==> config.mk <==
export PLATFORM = sky130hd
export DESIGN_NAME = multi_debounce
export DESIGN_NICKNAME = d
export VERILOG_FILES = /design/src/rtl/mdb_pkg.sv /design/src/rtl/mdb_prescale.sv /design/src/rtl/mdb_regs.sv /design/src/rtl/mdb_channel.sv /design/src/rtl/multi_debounce.sv
export SDC_FILE = /design/constraint.sdc
export NUM_CORES = 1
export LEC_CHECK = 0
export BUFFER_PORTS_ARGS = -buffer_cell sky130_fd_sc_hd__buf_2
export CAP_MARGIN = 20
export CELL_PAD_IN_SITES_DETAIL_PLACEMENT = 1
export CELL_PAD_IN_SITES_GLOBAL_PLACEMENT = 1
export CORE_MARGIN = 10
export CORE_UTILIZATION = 49
export DETAILED_ROUTE_END_ITERATION = 8
export PLACE_DENSITY_LB_ADDON = 0.1
export SLEW_MARGIN = 25
export SYNTH_ARGS = -nofsm -noshare
export SYNTH_HDL_FRONTEND = slang
export SYNTH_HIERARCHICAL = 1
export SYNTH_SLANG_ARGS = --single-unit
==> constraint.sdc <==
create_clock -name clk -period 11.1 [get_ports clk]
set_input_delay 1.665 -clock clk [delete_from_list [all_inputs] [get_ports clk]]
set_output_delay 1.665 -clock clk [all_outputs]
set_load 0.1 [all_outputs]
==> src/rtl/mdb_pkg.sv <==
package mdb_pkg;
  localparam int SEL_W   = 2;
  localparam int NUM_SRC = 1 << SEL_W;
  typedef logic [SEL_W-1:0] dur_sel_t;
endpackage

==> src/rtl/mdb_prescale.sv <==
module mdb_prescale #(
  parameter int unsigned CLKS_PER_US = 100,
  parameter int unsigned US_T1       = 16,
  parameter int unsigned US_T2       = 250,
  parameter int unsigned US_T3       = 2000
) (
  input  logic                         clk,
  input  logic                         rst,
  output logic [mdb_pkg::NUM_SRC-1:0]  tick
);
  localparam int PW = (CLKS_PER_US > 1) ? $clog2(CLKS_PER_US) : 1;

  logic [PW-1:0] pcnt;
  logic          us_pulse;

  always_ff @(posedge clk) begin
    if (rst) begin
      pcnt     <= '0;
      us_pulse <= 1'b0;
    end else if (pcnt == PW'(CLKS_PER_US - 1)) begin
      pcnt     <= '0;
      us_pulse <= 1'b1;
    end else begin
      pcnt     <= pcnt + 1'b1;
      us_pulse <= 1'b0;
    end
  end

  assign tick[0] = us_pulse;

  for (genvar k = 1; k < mdb_pkg::NUM_SRC; k++) begin : g_div
    localparam int unsigned DIV = (k == 1) ? US_T1 : (k == 2) ? US_T2 : US_T3;
    localparam int DW = (DIV > 1) ? $clog2(DIV) : 1;
    logic [DW-1:0] dcnt;
    logic          pulse;
    always_ff @(posedge clk) begin
      if (rst) begin
        dcnt  <= '0;
        pulse <= 1'b0;
      end else begin
        pulse <= 1'b0;
        if (us_pulse) begin
          if (dcnt == DW'(DIV - 1)) begin
            dcnt  <= '0;
            pulse <= 1'b1;
          end else begin
            dcnt <= dcnt + 1'b1;
          end
        end
      end
    end
    assign tick[k] = pulse;
  end

  if (CLKS_PER_US > 1) begin : g_chk
    AST_BASE_TICK_GAP: assert property (@(posedge clk) disable iff (rst)
      us_pulse |=> !us_pulse);
  end
endmodule

==> src/rtl/mdb_regs.sv <==
module mdb_regs #(
  parameter int NUM_CH     = 48,
  parameter int CH_PER_REG = 16,
  parameter int NUM_REGS   = 3,
  parameter int ADDR_W     = 2
) (
  input  logic                    clk,
  input  logic                    rst,
  input  logic                    we,
  input  logic [ADDR_W-1:0]       addr,
  input  logic [2*CH_PER_REG-1:0] wdata,
  output logic [2*CH_PER_REG-1:0] rdata,
  output logic [2*NUM_CH-1:0]     cfg,
  output logic                    srst_q
);
  localparam int REG_W = 2 * CH_PER_REG;
  localparam logic [ADDR_W-1:0] CMD_ADDR = ADDR_W'(NUM_REGS);

  logic [REG_W-1:0] regs [NUM_REGS];
  logic             cmd_hit;

  assign cmd_hit = we && (addr == CMD_ADDR) && wdata[0];

  always_ff @(posedge clk) begin
    if (rst || cmd_hit) begin
      for (int r = 0; r < NUM_REGS; r++) regs[r] <= '0;
    end else if (we) begin
      for (int r = 0; r < NUM_REGS; r++)
        if (addr == ADDR_W'(r)) regs[r] <= wdata;
    end
  end

  always_ff @(posedge clk) begin
    if (rst) begin
      rdata  <= '0;
      srst_q <= 1'b0;
    end else begin
      srst_q <= cmd_hit;
      rdata  <= '0;
      for (int r = 0; r < NUM_REGS; r++)
        if (addr == ADDR_W'(r)) rdata <= regs[r];
    end
  end

  for (genvar n = 0; n < NUM_CH; n++) begin : g_map
    assign cfg[2*n +: 2] = regs[n / CH_PER_REG][2*(n % CH_PER_REG) +: 2];
  end

  AST_CMD_CLEARS_CFG: assert property (@(posedge clk) disable iff (rst)
    cmd_hit |=> (cfg == '0));
  AST_CMD_READS_ZERO: assert property (@(posedge clk) disable iff (rst)
    (addr == CMD_ADDR) |=> (rdata == '0));
endmodule

==> src/rtl/mdb_channel.sv <==
module mdb_channel #(
  parameter int STABLE_TICKS = 4
) (
  input  logic                        clk,
  input  logic                        rst,
  input  logic                        din,
  input  mdb_pkg::dur_sel_t           sel,
  input  logic [mdb_pkg::NUM_SRC-1:0] tick,
  output logic                        dout
);
  localparam int CW = $clog2(STABLE_TICKS + 1);
  localparam logic [CW-1:0] LAST = CW'(STABLE_TICKS - 1);

  logic              s1, s2;
  logic [CW-1:0]     cnt;
  logic [1:0]        init;
  logic              init_done;
  mdb_pkg::dur_sel_t sel_q;

  assign init_done = (init == 2'd3);

  always_ff @(posedge clk) begin
    if (rst) begin
      s1    <= 1'b0;
      s2    <= 1'b0;
      dout  <= 1'b0;
      cnt   <= '0;
      init  <= '0;
      sel_q <= '0;
    end else begin
      s1    <= din;
      s2    <= s1;
      sel_q <= sel;
      if (!init_done) begin
        init <= init + 1'b1;
        dout <= s2;
        cnt  <= '0;
      end else if (s2 == dout || sel != sel_q) begin
        cnt <= '0;
      end else if (tick[sel]) begin
        if (cnt == LAST) begin
          dout <= s2;
          cnt  <= '0;
        end else begin
          cnt <= cnt + 1'b1;
        end
      end
    end
  end

  AST_CNT_BOUND: assert property (@(posedge clk) disable iff (rst)
    cnt <= LAST);
  AST_IDLE_CLEARS_CNT: assert property (@(posedge clk) disable iff (rst)
    (init_done && s2 == dout) |=> (cnt == '0));
  AST_MOVE_ON_TICK: assert property (@(posedge clk) disable iff (rst)
    (init_done && $past(init_done) && dout != $past(dout)) |-> $past(tick[sel]));
  AST_SEL_RESTART: assert property (@(posedge clk) disable iff (rst)
    (init_done && sel != sel_q) |=> (cnt == '0));
endmodule

==> src/rtl/multi_debounce.sv <==
module multi_debounce #(
  parameter int          NUM_CH       = 48,
  parameter int          CH_PER_REG   = 16,
  parameter int unsigned CLKS_PER_US  = 100,
  parameter int unsigned US_T1        = 16,
  parameter int unsigned US_T2        = 250,
  parameter int unsigned US_T3        = 2000,
  parameter int          STABLE_TICKS = 4,
  localparam int         NUM_REGS     = (NUM_CH + CH_PER_REG - 1) / CH_PER_REG,
  localparam int         ADDR_W       = $clog2(NUM_REGS + 1),
  localparam int         REG_W        = 2 * CH_PER_REG
) (
  input  logic              clk,
  input  logic              rst,
  input  logic [NUM_CH-1:0] din,
  input  logic              cfg_we,
  input  logic [ADDR_W-1:0] cfg_addr,
  input  logic [REG_W-1:0]  cfg_wdata,
  output logic [REG_W-1:0]  cfg_rdata,
  output logic [NUM_CH-1:0] dout
);
  logic [mdb_pkg::NUM_SRC-1:0] tick;
  logic [2*NUM_CH-1:0]         cfg;
  logic                        srst_q;
  logic                        ch_rst;

  assign ch_rst = rst | srst_q;

  mdb_prescale #(
    .CLKS_PER_US(CLKS_PER_US), .US_T1(US_T1), .US_T2(US_T2), .US_T3(US_T3)
  ) u_pre (
    .clk(clk), .rst(rst), .tick(tick)
  );

  mdb_regs #(
    .NUM_CH(NUM_CH), .CH_PER_REG(CH_PER_REG), .NUM_REGS(NUM_REGS), .ADDR_W(ADDR_W)
  ) u_regs (
    .clk(clk), .rst(rst), .we(cfg_we), .addr(cfg_addr), .wdata(cfg_wdata),
    .rdata(cfg_rdata), .cfg(cfg), .srst_q(srst_q)
  );

  for (genvar n = 0; n < NUM_CH; n++) begin : g_ch
    mdb_channel #(.STABLE_TICKS(STABLE_TICKS)) u_ch (
      .clk(clk), .rst(ch_rst), .din(din[n]), .sel(cfg[2*n +: 2]),
      .tick(tick), .dout(dout[n])
    );
  end
endmodule

==> key figures <==
Final layout
  – Ant. Diodes: 0
  – Final #Nets: 2754
  – Area of the multi-input gates: 0.0127 mm2
  – Fillers: around 5.7k
  – Ratio of cells with drive above 1 in the final layout: between 15 and 20%
  – Area grow syn2layout: 14.2%
  – Final core utilization: between 50% and 60%
  – Register area: ~0.014 mm2

STA
  – Setup tns final: 0 ns
  – Slew margin rel.: around 36%
  – Fin crit share: about a third
  – Worst Tran Pin Value: around 0.96 ns
  – Final setup fails: 0
  – Minimum clock period after layout: between 3 and 4 ns
  – Hold_ws: between 0.4 and 0.5 ns
  – Setup WS post-layout: 7.40 ns
  – RSZ-0062 raised after global routing: no
  – Hold Vio Cnt, Final: 0
  – Max Transition Viols Final: 0
  – Max Clock Skew: roughly 0.016 ns
  – FMAX: 0.270 GHz

Global routing
  – First-pass GRT wire length: slightly above 100000 um
  – Total Routing Usage GR: between 10% and 20%
  – Initial antenna violation count: 1
  – Vias in the first global route: about 19k
  – Largest net degree at the start of global routing: approximately 200
  – GRT overflow: 0

Logic synthesis
  – #FFs+latches synth: 643
  – Synthesis warning total: 6
  – Synth top area cells: dfxtp_1 (40%), edfxtp_1 (11%), mux2i_1 (7.2%)
  – Post-Syn Area: 0.0272 mm2
  – Post-synth top area share: around two fifths
  – Asr flop ratio synth: 0%
  – Unique masters post-synth: 48
  – Syn nets: between 2k and 3k
  – Gate Count Post-Synth: around 2.4k
  – Sequential fraction of the synthesis area: roughly half
  – Post-synth EDFFs: 96
  – Top cell type by total area after synthesis: dfxtp_1
  – Avg Cell Area, Syn: 11.5 um2
  – Ys flop type: dfxtp_1

Placed design
  – Post-Place Setup Slack: 6.83 ns
  – Final Wtd Congestion: approximately 0.73
  – Port buffer count: 164
  – Hpwl dp: between 40000 and 50000 um

Routing
  – Drc violations: 0
  – 1st-pass router iterations: 5
  – Routed Antenna Nets: 0
  – Via density: about 5.3
  – Drt wl/cell: between 15 and 20 um
  – DR vias: between 15k and 20k
  – Initial DRC count: 790
  – DRT Wirelength: roughly 63000 um

Floorplan
  – Core Box Area: between 0.05 and 0.06 mm2
  – Die area: approximately 0.065 mm2
  – Rows: between 80 and 90
  – Die W: ~260 um
  – Initial Util: roughly half
  – I/O pin cnt: around 170
  – Overall die height: roughly 260 um

Hold path
  – HP Class: flop to flop

CTS
  – Clock transition at the registers of the reported paths: 0.05 ns
  – Post_cts resized: 0
  – Clk sinks: roughly 640
  – Max Root-Sink Buffers: 3
  – Hold-fix buffers, CTS: 0
  – H-tree levels: 3
  – CTS root buf: clkbuf_16
  – CTS Buf Count: 71
  – Worst skew pair latency: ~0.6 ns
  – Postcts setup bufs: 0
  – TritonCTS clock tree: yes

Critical path
  – Worst Path Required: 11.56 ns
  – Crit Path Class: primary input to flop
  – Peak fanout along the critical path: between 100 and 150
  – Worst setup SP type: primary input
  – CP Capture Type: flop
  – Worst Path Arrival: between 4 and 5 ns

Power
  – Psw: about 1.4 mW
  – Clock share of power: between 40% and 50%
  – Reg power frac: between 40 and 50%
  – Sw Ratio: between 20% and 30%
  – Worst VDD drop: approximately 0.00014 V
  – Pwr per Cell Area: around 180 mW/mm2
  – Leakage: about 11 nW
  – Gate power share: 11.1%
  – Pint: 4.13 mW

Job
  – Max_cap viols: 0

Status
  – Status: complete, no violations
## cells in the mapped netlist (48+ instances only)
library cell,n
nand2b_1,130
xnor2_1,99
mux4_2,48
mux2i_1,195
nand4b_1,49
a211oi_1,73
a41oi_2,48
xor2_1,105
ha_1,101
nor2b_1,272
edfxtp_1,96
nor2_1,307
inv_1,99
dfxtp_1,547
## sequential cells by signal, summed over array words and instances, names as in the netlist
| register | count |
|---|---|
| g_ch.u_ch/s1 | 48 |
| u_pre/us_pulse | 1 |
| u_pre/pcnt | 7 |
| u_regs/srst_q | 1 |
| g_ch.u_ch/dout | 48 |
| g_ch.u_ch/cnt | 144 |
| u_pre/g_div.pulse | 3 |
| u_regs/regs | 96 |
| u_regs/rdata | 32 |
| u_pre/g_div.dcnt | 23 |
| g_ch.u_ch/init | 96 |
| g_ch.u_ch/s2 | 48 |
| g_ch.u_ch/sel_q | 96 |
## routing by layer
layer	part of all wire [%]	vias up	wire, um	global-route usage (%)
met2	50	252	31200	32.9
met1	45	8915	27900	23.3
met5	0	-	0	0
met4	1.7	0	1040	5.21
li1	-	8574	-	-
met3	4.1	75	2540	3.45
## cell families (layout without fill, tap and decap cells)
family	after synthesis	in the layout	synth area share (%)
AOI/OAI and AO/OA	195	195	7.52
xor gates and xnor gates	204	204	6.58
adders and majority gates	101	101	4.65
buffers and inverters	132	398	2.27
DFF	643	643	50.9
muxes	243	243	11.2
and+or+nand+nor	836	836	16.9
## cell type report
class / count / share of cell area (%)
flip-flops and latches: 643 / 44.6
multi-input cells: 1579 / 41.0
clock buffers: 109 / 6.68
well taps: 748 / 3.02
repair buffers: 174 / 2.95
inverters: 99 / 1.20
clock inverters: 16 / 0.504
## through the flow
step / instances / total power, mW / area [um2]
2_1_floorplan: 2354 / 3.18 / 27200
3_3_place_gp: 3243 / 3.27 / 28800
3_5_place_dp: 3243 / 3.32 / 28800
4_1_cts: 3368 / 5.61 / 31000
5_1_grt: 3368 / 5.80 / 31000
6_report: 3368 / 5.53 / 31000
## layout by cell type (no fill, tap or decap), drive strengths merged, types with 101 or more instances in the layout
cell type,n
buf,174
dfxtp,547
mux2i,195
nor2b,272
xor2,105
ha,101
clkbuf,109
nor2,307
a211oi,113
nand2b,130
## worst max-delay path: stages
cell and delay [ns]:
buf_2 0.60, or2_4 0.61, buf_4 0.83, nand4b_1 0.28, a211oi_1 0.09
## power groups by stage
stage	Sequential (mW)	Combinational, mW	Clock, mW
5_1_grt	2.67	0.681	2.44
3_3_place_gp	2.69	0.583	0
6_report	2.65	0.613	2.27
3_5_place_dp	2.70	0.614	0
4_1_cts	2.66	0.623	2.34
2_1_floorplan	2.78	0.399	0
## worst paths after layout
| path | startpoint | end | slack [ns] | cells past startpoint |
|---|---|---|---|---|
| worst max-delay path | rst | g_ch[8].u_ch/cnt[2] | 7.40 | 5 |
| worst min-delay path | g_ch[7].u_ch/s1 | g_ch[7].u_ch/s2 | 0.43 | 1 |
| worst max register to register | u_pre/us_pulse | u_pre/g_div[3].dcnt[1] | 8.40 | 4 |
| worst min register to register | g_ch[7].u_ch/s1 | g_ch[7].u_ch/s2 | 0.43 | 1 |
No activity file was read; power rests on OpenSTA's default activity.
